File: config.mk
export PLATFORM = sky130hd
export DESIGN_NAME = sem_latch_bank
export DESIGN_NICKNAME = d
export VERILOG_FILES = /design/src/rtl/sem_latch_bank.sv
export SDC_FILE = /design/constraint.sdc
export NUM_CORES = 1
export LEC_CHECK = 0
export ABC_AREA = 1
export CAP_MARGIN = 40
export CELL_PAD_IN_SITES_DETAIL_PLACEMENT = 0
export CELL_PAD_IN_SITES_GLOBAL_PLACEMENT = 1
export CORE_ASPECT_RATIO = 1.25
export CORE_UTILIZATION = 41
export DETAILED_ROUTE_END_ITERATION = 8
export PLACE_DENSITY = 0.83
export SYNTH_ARGS = -nofsm -noshare
export SYNTH_HDL_FRONTEND = slang
export SYNTH_SLANG_ARGS = --single-unit
export TNS_END_PERCENT = 1
File: constraint.sdc
create_clock -name clk -period 1.4 [get_ports clk]
set_clock_uncertainty 0.1 [all_clocks]
set_input_delay 0.42 -clock clk [delete_from_list [all_inputs] [get_ports clk]]
set_output_delay 0.42 -clock clk [all_outputs]
set_load 0.01 [all_outputs]
File: src/rtl/sem_latch_bank.sv
module sem_latch_bank #(
  parameter int NUM = 8,
  parameter int DW  = 8
) (
  input  logic                   clk,
  input  logic                   rst_n,
  input  logic                   l_sel,
  input  logic                   l_mem_en,
  input  logic                   l_we,
  input  logic                   l_oe,
  input  logic [$clog2(NUM)-1:0] l_addr,
  input  logic                   l_wbit,
  output logic [DW-1:0]          l_rdata,
  input  logic                   r_sel,
  input  logic                   r_mem_en,
  input  logic                   r_we,
  input  logic                   r_oe,
  input  logic [$clog2(NUM)-1:0] r_addr,
  input  logic                   r_wbit,
  output logic [DW-1:0]          r_rdata
);
  localparam int AW = $clog2(NUM);

  logic l_acc, r_acc, l_wr, r_wr, l_rd, r_rd;
  logic [NUM-1:0] own_l, own_r, pend_l, pend_r;
  logic [NUM-1:0] req_l, req_r, rel_l, rel_r;

  assign l_acc = l_sel & ~l_mem_en;
  assign r_acc = r_sel & ~r_mem_en;
  assign l_wr  = l_acc & l_we;
  assign r_wr  = r_acc & r_we;
  assign l_rd  = l_acc & l_oe & ~l_we;
  assign r_rd  = r_acc & r_oe & ~r_we;

  for (genvar i = 0; i < NUM; i++) begin : g_latch
    logic hit_l, hit_r;
    logic keep_l, keep_r, want_l, want_r, free, grant_l, grant_r;

    assign hit_l    = l_wr && (l_addr == AW'(i));
    assign hit_r    = r_wr && (r_addr == AW'(i));
    assign req_l[i] = hit_l & ~l_wbit;
    assign rel_l[i] = hit_l &  l_wbit;
    assign req_r[i] = hit_r & ~r_wbit;
    assign rel_r[i] = hit_r &  r_wbit;

    assign keep_l  = own_l[i] & ~rel_l[i];
    assign keep_r  = own_r[i] & ~rel_r[i];
    assign want_l  = (pend_l[i] | (req_l[i] & ~own_l[i])) & ~rel_l[i];
    assign want_r  = (pend_r[i] | (req_r[i] & ~own_r[i])) & ~rel_r[i];
    assign free    = ~keep_l & ~keep_r;
    assign grant_l = free & want_l;
    assign grant_r = free & want_r & ~want_l;

    always_ff @(posedge clk or negedge rst_n) begin
      if (!rst_n) begin
        own_l[i]  <= 1'b0;
        own_r[i]  <= 1'b0;
        pend_l[i] <= 1'b0;
        pend_r[i] <= 1'b0;
      end else begin
        own_l[i]  <= keep_l | grant_l;
        own_r[i]  <= keep_r | grant_r;
        pend_l[i] <= want_l & ~grant_l;
        pend_r[i] <= want_r & ~grant_r;
      end
    end

    assert_exclusive_R4: assert property (@(posedge clk) disable iff (!rst_n)
      !(own_l[i] && own_r[i]));
    assert_free_grant_R3: assert property (@(posedge clk) disable iff (!rst_n)
      (!own_l[i] && !own_r[i] && req_l[i]) |=> own_l[i]);
    assert_handover_l_R5: assert property (@(posedge clk) disable iff (!rst_n)
      (own_r[i] && pend_l[i] && rel_r[i] && !rel_l[i]) |=> own_l[i]);
    assert_handover_r_R5: assert property (@(posedge clk) disable iff (!rst_n)
      (own_l[i] && pend_r[i] && rel_l[i] && !rel_r[i]) |=> own_r[i]);
    assert_release_R6: assert property (@(posedge clk) disable iff (!rst_n)
      rel_l[i] |=> (!own_l[i] && !pend_l[i]));
    assert_left_first_R7: assert property (@(posedge clk) disable iff (!rst_n)
      (!own_l[i] && !own_r[i] && req_l[i] && req_r[i]) |=> (own_l[i] && pend_r[i]));
  end

  always_ff @(posedge clk or negedge rst_n) begin
    if (!rst_n) begin
      l_rdata <= '1;
      r_rdata <= '1;
    end else begin
      if (l_rd) l_rdata <= {{(DW-1){1'b1}}, ~own_l[l_addr]};
      if (r_rd) r_rdata <= {{(DW-1){1'b1}}, ~own_r[r_addr]};
    end
  end

  assert_illegal_hold_R9: assert property (@(posedge clk) disable iff (!rst_n)
    (l_sel && l_mem_en) |=> $stable(l_rdata));
  assert_idle_hold_R8: assert property (@(posedge clk) disable iff (!rst_n)
    !(r_sel && !r_mem_en && r_oe && !r_we) |=> $stable(r_rdata));
endmodule

==> impl_metrics.py, run 1 <==
metrics = {
    "finish": {
        "fin_nets": 369,
        "fill_cells": 501,
        "finalNonFillerCells": 412,
        "layout_common_cells": "nand2_1 (72), inv_1 (39), dfrtp_1 (32)",
        "mostFrequentLayoutCell": "nand2_1",
        "areaGrowthSynthToFinish_pct": 30.7,
        "diodes": 0,
        "final_core_util": 0.567,
        "layout-drive-gt1-share": 0.352,
    },
    "power_and_ir_drop": {
        "seqPwrFrac": 0.437,
        "p_total_mw": 3.29,
        "p_leak_nw": 1.36,
        "internal_power_mw": 2.09,
        "p_comb_frac": 0.338,
        "peakVddDrop_mv": 0.576,
        "p_sw_frac": 0.365,
        "power_density_nw_per_um2": 1200,
        "power_switching_mw": 1.20,
        "pwr-share-clk": 0.225,
    },
    "critical_path": {
        "rr_endpoint": "own_r[3]",
        "crit_buf_inv": 1,
        "reg2reg_slack_ps": 300,
        "worst-setup-path-type": "register to primary output",
        "slowest_delay_ps": 540,
        "slowest_stage": "dfstp_2",
        "required_ps": 880,
        "worstPathCellList": "buf_6",
        "critical_path.startpoint_type": "register",
        "rr_startpoint": "own_r[3]",
        "cpLargestDelayFamily": "flip-flops",
        "rr_worst_depth": 7,
        "arrival_ps": 920,
        "crit_path_end_kind": "primary output",
        "cp_max_fo": 2,
    },
    "sta": {
        "setup_viol_count_final": 2,
        "finalCritPeriodShare": 1.03,
        "finalMaxSlewViolations": 0,
        "setup_ws_ps": -37.2,
        "hold_viol": 0,
        "whs_ps": 378,
        "fin_crit_ps": 1440,
        "setup_tns_ps": -60.3,
        "fmax_ghz": 0.696,
        "grt_setup_unrepaired": "yes",
    },
    "drt": {
        "via_per_inst": 4.58,
        "vias": 1885,
        "drt-total-wl_microns": 4610,
        "drc_errors": 0,
        "first_pass_iters": 4,
        "ant_nets": 0,
        "drt_iter0_drc": 41,
        "avgRoutedWirePerCell_microns": 11.2,
    },
    "die": {
        "fp.dieArea_sq_um": 5410,
        "placementRows": 28,
        "core_sq_um": 4830,
        "initial_core_util": 0.434,
        "ios": 34,
        "die_y_microns": 82.0,
        "die_w_microns": 66.0,
    },
    "logic_synthesis": {
        "yosys.cell_types.count": 24,
        "syn_avg_cell_area_sq_um": 6.86,
        "synth_top_area_cell": "dfrtp_1",
        "synth_top_cell_area_share": 0.382,
        "synth_area_sq_um": 2100,
        "ys_seq_area_frac": 0.407,
        "ys_warn_count": 0,
        "syn_inst": 306,
        "synth_seq_cells": 34,
        "synthTopCellsByArea": "dfrtp_1 (38%), nand2_1 (18%), inv_1 (8.2%), nor2_1 (5.5%), buf_4 (5.4%)",
    },
    "grt": {
        "grt_pass1_wl_microns": 7650,
        "grtUsageTotal": 0.191,
        "antenna_found_initial": 0,
        "grt_util_met1": 0.239,
        "grt_pass1_vias": 1753,
        "grtUsageMet2": 0.338,
        "grt-busiest-layer": "met2",
        "overflow": 0,
        "grt_max_degree": 35,
        "grt.met3_usage": 0.0333,
    },
    "clock_tree": {
        "clk_pin_slew_ps": 70,
        "cts.hold.buffers_added": 0,
        "cts_tree": "done",
        "cts_buffers": 5,
        "htreeDepth": 2,
        "root_buffer": "clkbuf_8",
        "clockBufferDepth": 2,
        "clkSinkCount": 34,
        "clock_latency_ps": 280,
    },
    "min_path": {
        "hold_end": "l_rdata[0]",
        "hold_path_class": "register to register",
        "hold_depth": 2,
        "hold_start": "l_rdata[0]",
    },
    "placed_design": {
        "routabilityCongestion": 0.814,
        "dpl.hpwl_microns": 3380,
        "io_buffers": 19,
        "dp_cells": 398,
    },
    "flow_run": {
        "cap_violations": 0,
    },
    "outcome": {
        "failed_checks": "setup timing",
        "status": "complete, but fails checks",
    },
}
-- Yosys cell counts, drive strengths merged --
cell type	n
a21oi	17
a31oi	1
buf	18
clkinv	1
conb	1
dfrtp	32
dfstp	2
inv	51
nand2	106
nand3	21
nand3b	2
nand4	3
nor2	39
nor3	3
o21ai	8
o21bai	1
-- tightest hold or removal path: stages, from the launching register on --
cell,delay (ps)
dfstp_2,370
nand2_1,60
nand2_1,50
-- sequential cells by signal (all words and copies together), names as in the netlist --
| register | cells |
|---|---|
| own_l | 8 |
| l_rdata | 1 |
| pend_r | 8 |
| pend_l | 8 |
| r_rdata | 1 |
| own_r | 8 |
-- final cells by class --
class	count	area, sq um	area share
clock inverter	1	5.00	0.00182
clock buffer	7	86.3	0.0315
timing repair buffer	42	343	0.125
tap	60	75.1	0.0274
inverter	52	200	0.0730
multi-input combinational	216	1180	0.430
sequential	34	853	0.311
-- power by group through the flow --
stage	combinational [mW]	clock [mW]	sequential, mW
6_report	1.11	0.740	1.44
3_5_place_dp	0.970	0	1.43
5_1_grt	1.27	0.800	1.47
3_3_place_gp	0.956	0	1.42
2_1_floorplan	0.680	0	1.39
4_1_cts	1.08	0.770	1.43
-- stage by stage --
step / cell area (sq um) / setup WS, ps
6_report: 2740 / -37.2
5_1_grt: 2740 / -59.6
4_1_cts: 2690 / -59.1
3_5_place_dp: 2430 / -664
3_3_place_gp: 2430 / -669
2_1_floorplan: 2150 / 21.4
-- cell families (layout without fill, tap and decap cells) --
logic type      Yosys count  after routing  share of synthesized area
compound gates           27             27                     0.0680
buf+inv                  70            102                      0.160
flops                    34             34                      0.407
other cells               1             14                    0.00179
simple gates            174            175                      0.364
-- layer usage --
metal	wire, microns	part of all wire
met3	144	0.031
met5	0	0
met4	45	0.0098
met2	2340	0.51
met1	2080	0.45
-- repair_timing --
item,4_1_cts,5_1_grt
resized for setup,75,48
endpoints found under the setup margin,36,36
hold endpoints to repair,0,0
gates cloned,1,0
pin swaps,18,24
setup buffers,3,2
-- how the worst max path moves through the flow --
stage                     from          to  slack (ps)  depth (start not counted)
floorplan            r_addr[0]   pend_r[0]          20                          9
global placement     l_addr[0]   pend_r[4]        -670                         10
detailed placement        l_we   pend_r[4]        -660                          9
CTS                  r_addr[0]    own_r[6]         -60                         10
global route        r_rdata[0]  r_rdata[0]         -60                          1
finish              r_rdata[0]  r_rdata[0]         -40                          1
(Power assumes the default switching activity.)
==> run 2, diff against run 1 <==
ABC_CLOCK_PERIOD_IN_PS = 1400   (was not set)
==> results of run 2 <==
The final DEF is identical to that of run 1; final timing and power are the same.
==> run 3, diff against run 2 <==
--- a/config.mk
+++ b/config.mk
@@ -6,5 +6,5 @@
 export NUM_CORES = 1
 export LEC_CHECK = 0
-export ABC_AREA = 1
+export ABC_AREA = 0
 export ABC_CLOCK_PERIOD_IN_PS = 1400
 export CAP_MARGIN = 40
@@ -12,7 +12,8 @@
 export CELL_PAD_IN_SITES_GLOBAL_PLACEMENT = 1
 export CORE_ASPECT_RATIO = 1.25
-export CORE_UTILIZATION = 41
+export CORE_UTILIZATION = 43
 export DETAILED_ROUTE_END_ITERATION = 8
-export PLACE_DENSITY = 0.83
+export PLACE_DENSITY = 0.82
+export SLEW_MARGIN = 20
 export SYNTH_ARGS = -nofsm -noshare
 export SYNTH_HDL_FRONTEND = slang
==> constraint.sdc (replaced) <==
create_clock -name clk -period 1.4 [get_ports clk]
set_clock_uncertainty 0.1 [all_clocks]
set_input_delay 0.35 -clock clk [delete_from_list [all_inputs] [get_ports clk]]
set_output_delay 0.35 -clock clk [all_outputs]
set_load 0.01 [all_outputs]
==> impl_metrics.py, run 3 <==
metrics = {
    "outcome": {
        "status": "complete, but fails checks",
        "failed_checks": "setup timing",
    },
    "die": {
        "ios": 34,
        "core_sq_um": 4430,
        "fp.dieArea_sq_um": 4920,
        "initial_core_util": 0.451,
        "die_w_microns": 63.0,
        "placementRows": 27,
        "die_y_microns": 78.2,
    },
    "sta": {
        "setup_ws_ps": -39.8,
        "fmax_ghz": 0.695,
        "finalCritPeriodShare": 1.03,
        "fin_crit_ps": 1440,
        "whs_ps": 269,
        "hold_viol": 0,
        "setup_tns_ps": -104,
        "finalMaxSlewViolations": 0,
        "setup_viol_count_final": 6,
        "grt_setup_unrepaired": "yes",
    },
    "logic_synthesis": {
        "ys_seq_area_frac": 0.427,
        "async_flop_share": 1.00,
        "synth_seq_cells": 34,
        "yosys.cell_count.top_type": "dfrtp_1",
        "ys_warn_count": 0,
        "synth-edff-count": 0,
        "yosys.cell_types.count": 40,
        "synth_top_cell_area_share": 0.401,
        "dominantRegCellSynth": "dfrtp_1",
        "syn_inst": 211,
        "synth_area_sq_um": 2000,
        "synth_common_cells": "dfrtp_1 (32), nor2_1 (21), a21oi_1 (18)",
        "synthTopCellsByArea": "dfrtp_1 (40%), buf_4 (5.3%), a21oi_1 (4.5%), mux4_2 (4.5%), o21ai_0 (4.0%)",
        "syn_avg_cell_area_sq_um": 9.46,
        "synth_top_area_cell": "dfrtp_1",
    },
    "finish": {
        "layout_common_cells": "buf_4 (48), dfrtp_1 (32), nor2_1 (20)",
        "layout-drive-gt1-share": 0.330,
        "mostFrequentLayoutCell": "buf_4",
        "multi_input_area_sq_um": 1090,
        "fill_cells": 392,
        "areaGrowthSynthToFinish_pct": 36.5,
        "fin_nets": 300,
        "fin_area_sq_um": 2730,
        "diodes": 0,
        "regArea_sq_um": 853,
    },
    "drt": {
        "first_pass_iters": 6,
        "ant_nets": 0,
        "drt-total-wl_microns": 4970,
        "vias": 1816,
        "via_per_inst": 5.34,
        "drt_iter0_drc": 64,
        "avgRoutedWirePerCell_microns": 14.6,
        "drc_errors": 0,
    },
    "grt": {
        "grtUsageTotal": 0.225,
        "overflow": 0,
        "grt_pass1_vias": 1842,
        "grt_pass1_wl_microns": 8410,
        "antenna_found_initial": 0,
        "grt_max_degree": 35,
    },
    "placed_design": {
        "placement.cell_area_sq_um": 2560,
        "dpl.hpwl_microns": 3610,
        "io_buffers": 19,
        "routabilityCongestion": 0.840,
    },
    "clock_tree": {
        "cts_tree": "done",
        "cts_buffers": 5,
        "clockBufferDepth": 2,
        "cts.hold.buffers_added": 0,
        "clk_pin_slew_ps": 70,
        "clock_latency_ps": 290,
        "clkSinkCount": 34,
        "htreeDepth": 2,
        "root_buffer": "clkbuf_8",
    },
    "critical_path": {
        "slowest_delay_ps": 460,
        "crit_path_end_kind": "register",
        "crit_buf_inv": 0,
        "worstPathCellList": "mux4_2, mux2_2, o21ai_1",
        "critical_path.startpoint_type": "register",
        "cpLargestDelayFamily": "multiplexers",
        "cp_max_fo": 2,
        "arrival_ps": 1560,
        "worst-setup-path-type": "register to register",
        "slowest_stage": "mux4_2",
        "reg2reg_slack_ps": -40,
        "required_ps": 1520,
    },
    "power_and_ir_drop": {
        "power_switching_mw": 1.16,
        "peakVddDrop_mv": 0.715,
        "seqPwrFrac": 0.375,
        "power_density_nw_per_um2": 1290,
        "pwr-share-clk": 0.211,
        "p_comb_frac": 0.414,
        "p_sw_frac": 0.329,
        "internal_power_mw": 2.36,
        "p_leak_nw": 1.23,
        "p_total_mw": 3.52,
    },
    "flow_run": {
        "cap_violations": 0,
    },
    "min_path": {
        "hold_path_class": "primary input to register",
    },
}
==> run 3: final timing paths <==
check,to,start,cells after the start
setup reg to reg,r_rdata[0],own_r[0],3
setup / recovery,r_rdata[0],own_r[0],3
hold / removal,r_rdata[0],r_mem_en,3
max in group asynchronous,r_rdata[0],rst_n,2
min in group asynchronous,own_l[5],rst_n,2
hold reg to reg,r_rdata[0],r_rdata[0],2
==> run 3: worst min-delay path, cell delays in order <==
cell and delay (ps):
clkbuf_2 110, or4bb_1 130, o21ai_1 70
==> run 3: kinds of logic (layout without fill, tap and decap cells) <==
group | count (synthesis) | in the layout | synth area share
compound gates | 66 | 66 | 0.218
flops | 34 | 34 | 0.427
simple gates | 70 | 70 | 0.202
other cells | 1 | 14 | 0.00188
mux | 6 | 6 | 0.0564
buf+inv | 34 | 92 | 0.0946
==> run 3: per-stage QoR <==
| step | utilization | cells | setup slack [ps] |
|---|---|---|---|
| 4_1_cts | 0.611 | 340 | -69.9 |
| 2_1_floorplan | - | 224 | -201 |
| 6_report | 0.616 | 340 | -39.8 |
| 3_3_place_gp | 0.578 | 331 | -693 |
| 5_1_grt | 0.616 | 340 | -57.8 |
| 3_5_place_dp | 0.578 | 331 | -679 |
==> run 3: metal layers <==
layer | vias up | track usage | routed length, microns
met1 | 868 | 0.263 | 2160
met5 | - | 0 | 0
met2 | 46 | 0.386 | 2520
met3 | 8 | 0.0451 | 187
li1 | 894 | - | -
met4 | 0 | 0.114 | 99
==> run 3: area by class of cell <==
cell class              count  share of cell area
flip-flops and latches     34               0.313
inverters                  16              0.0220
clock buffers               7              0.0317
repair buffers             69               0.205
multi-input cells         156               0.402
well taps                  58              0.0266
==> run 3: timing repair <==
item                                    in CTS  in global routing
hold endpoints to repair                     0                  0
resized for setup                           54                 15
buffers inserted                             2                  0
endpoints found under the setup margin      36                 22
pin swaps                                    8                  9
==> run 3: power groups by stage <==
stage	registers [mW]	logic, mW	clock network [mW]
after global placement	1.33	1.35	0
after global routing	1.34	1.60	0.806
after floorplan	1.43	0.651	0
after CTS	1.32	1.41	0.765
after detailed placement	1.33	1.37	0
final	1.32	1.46	0.744
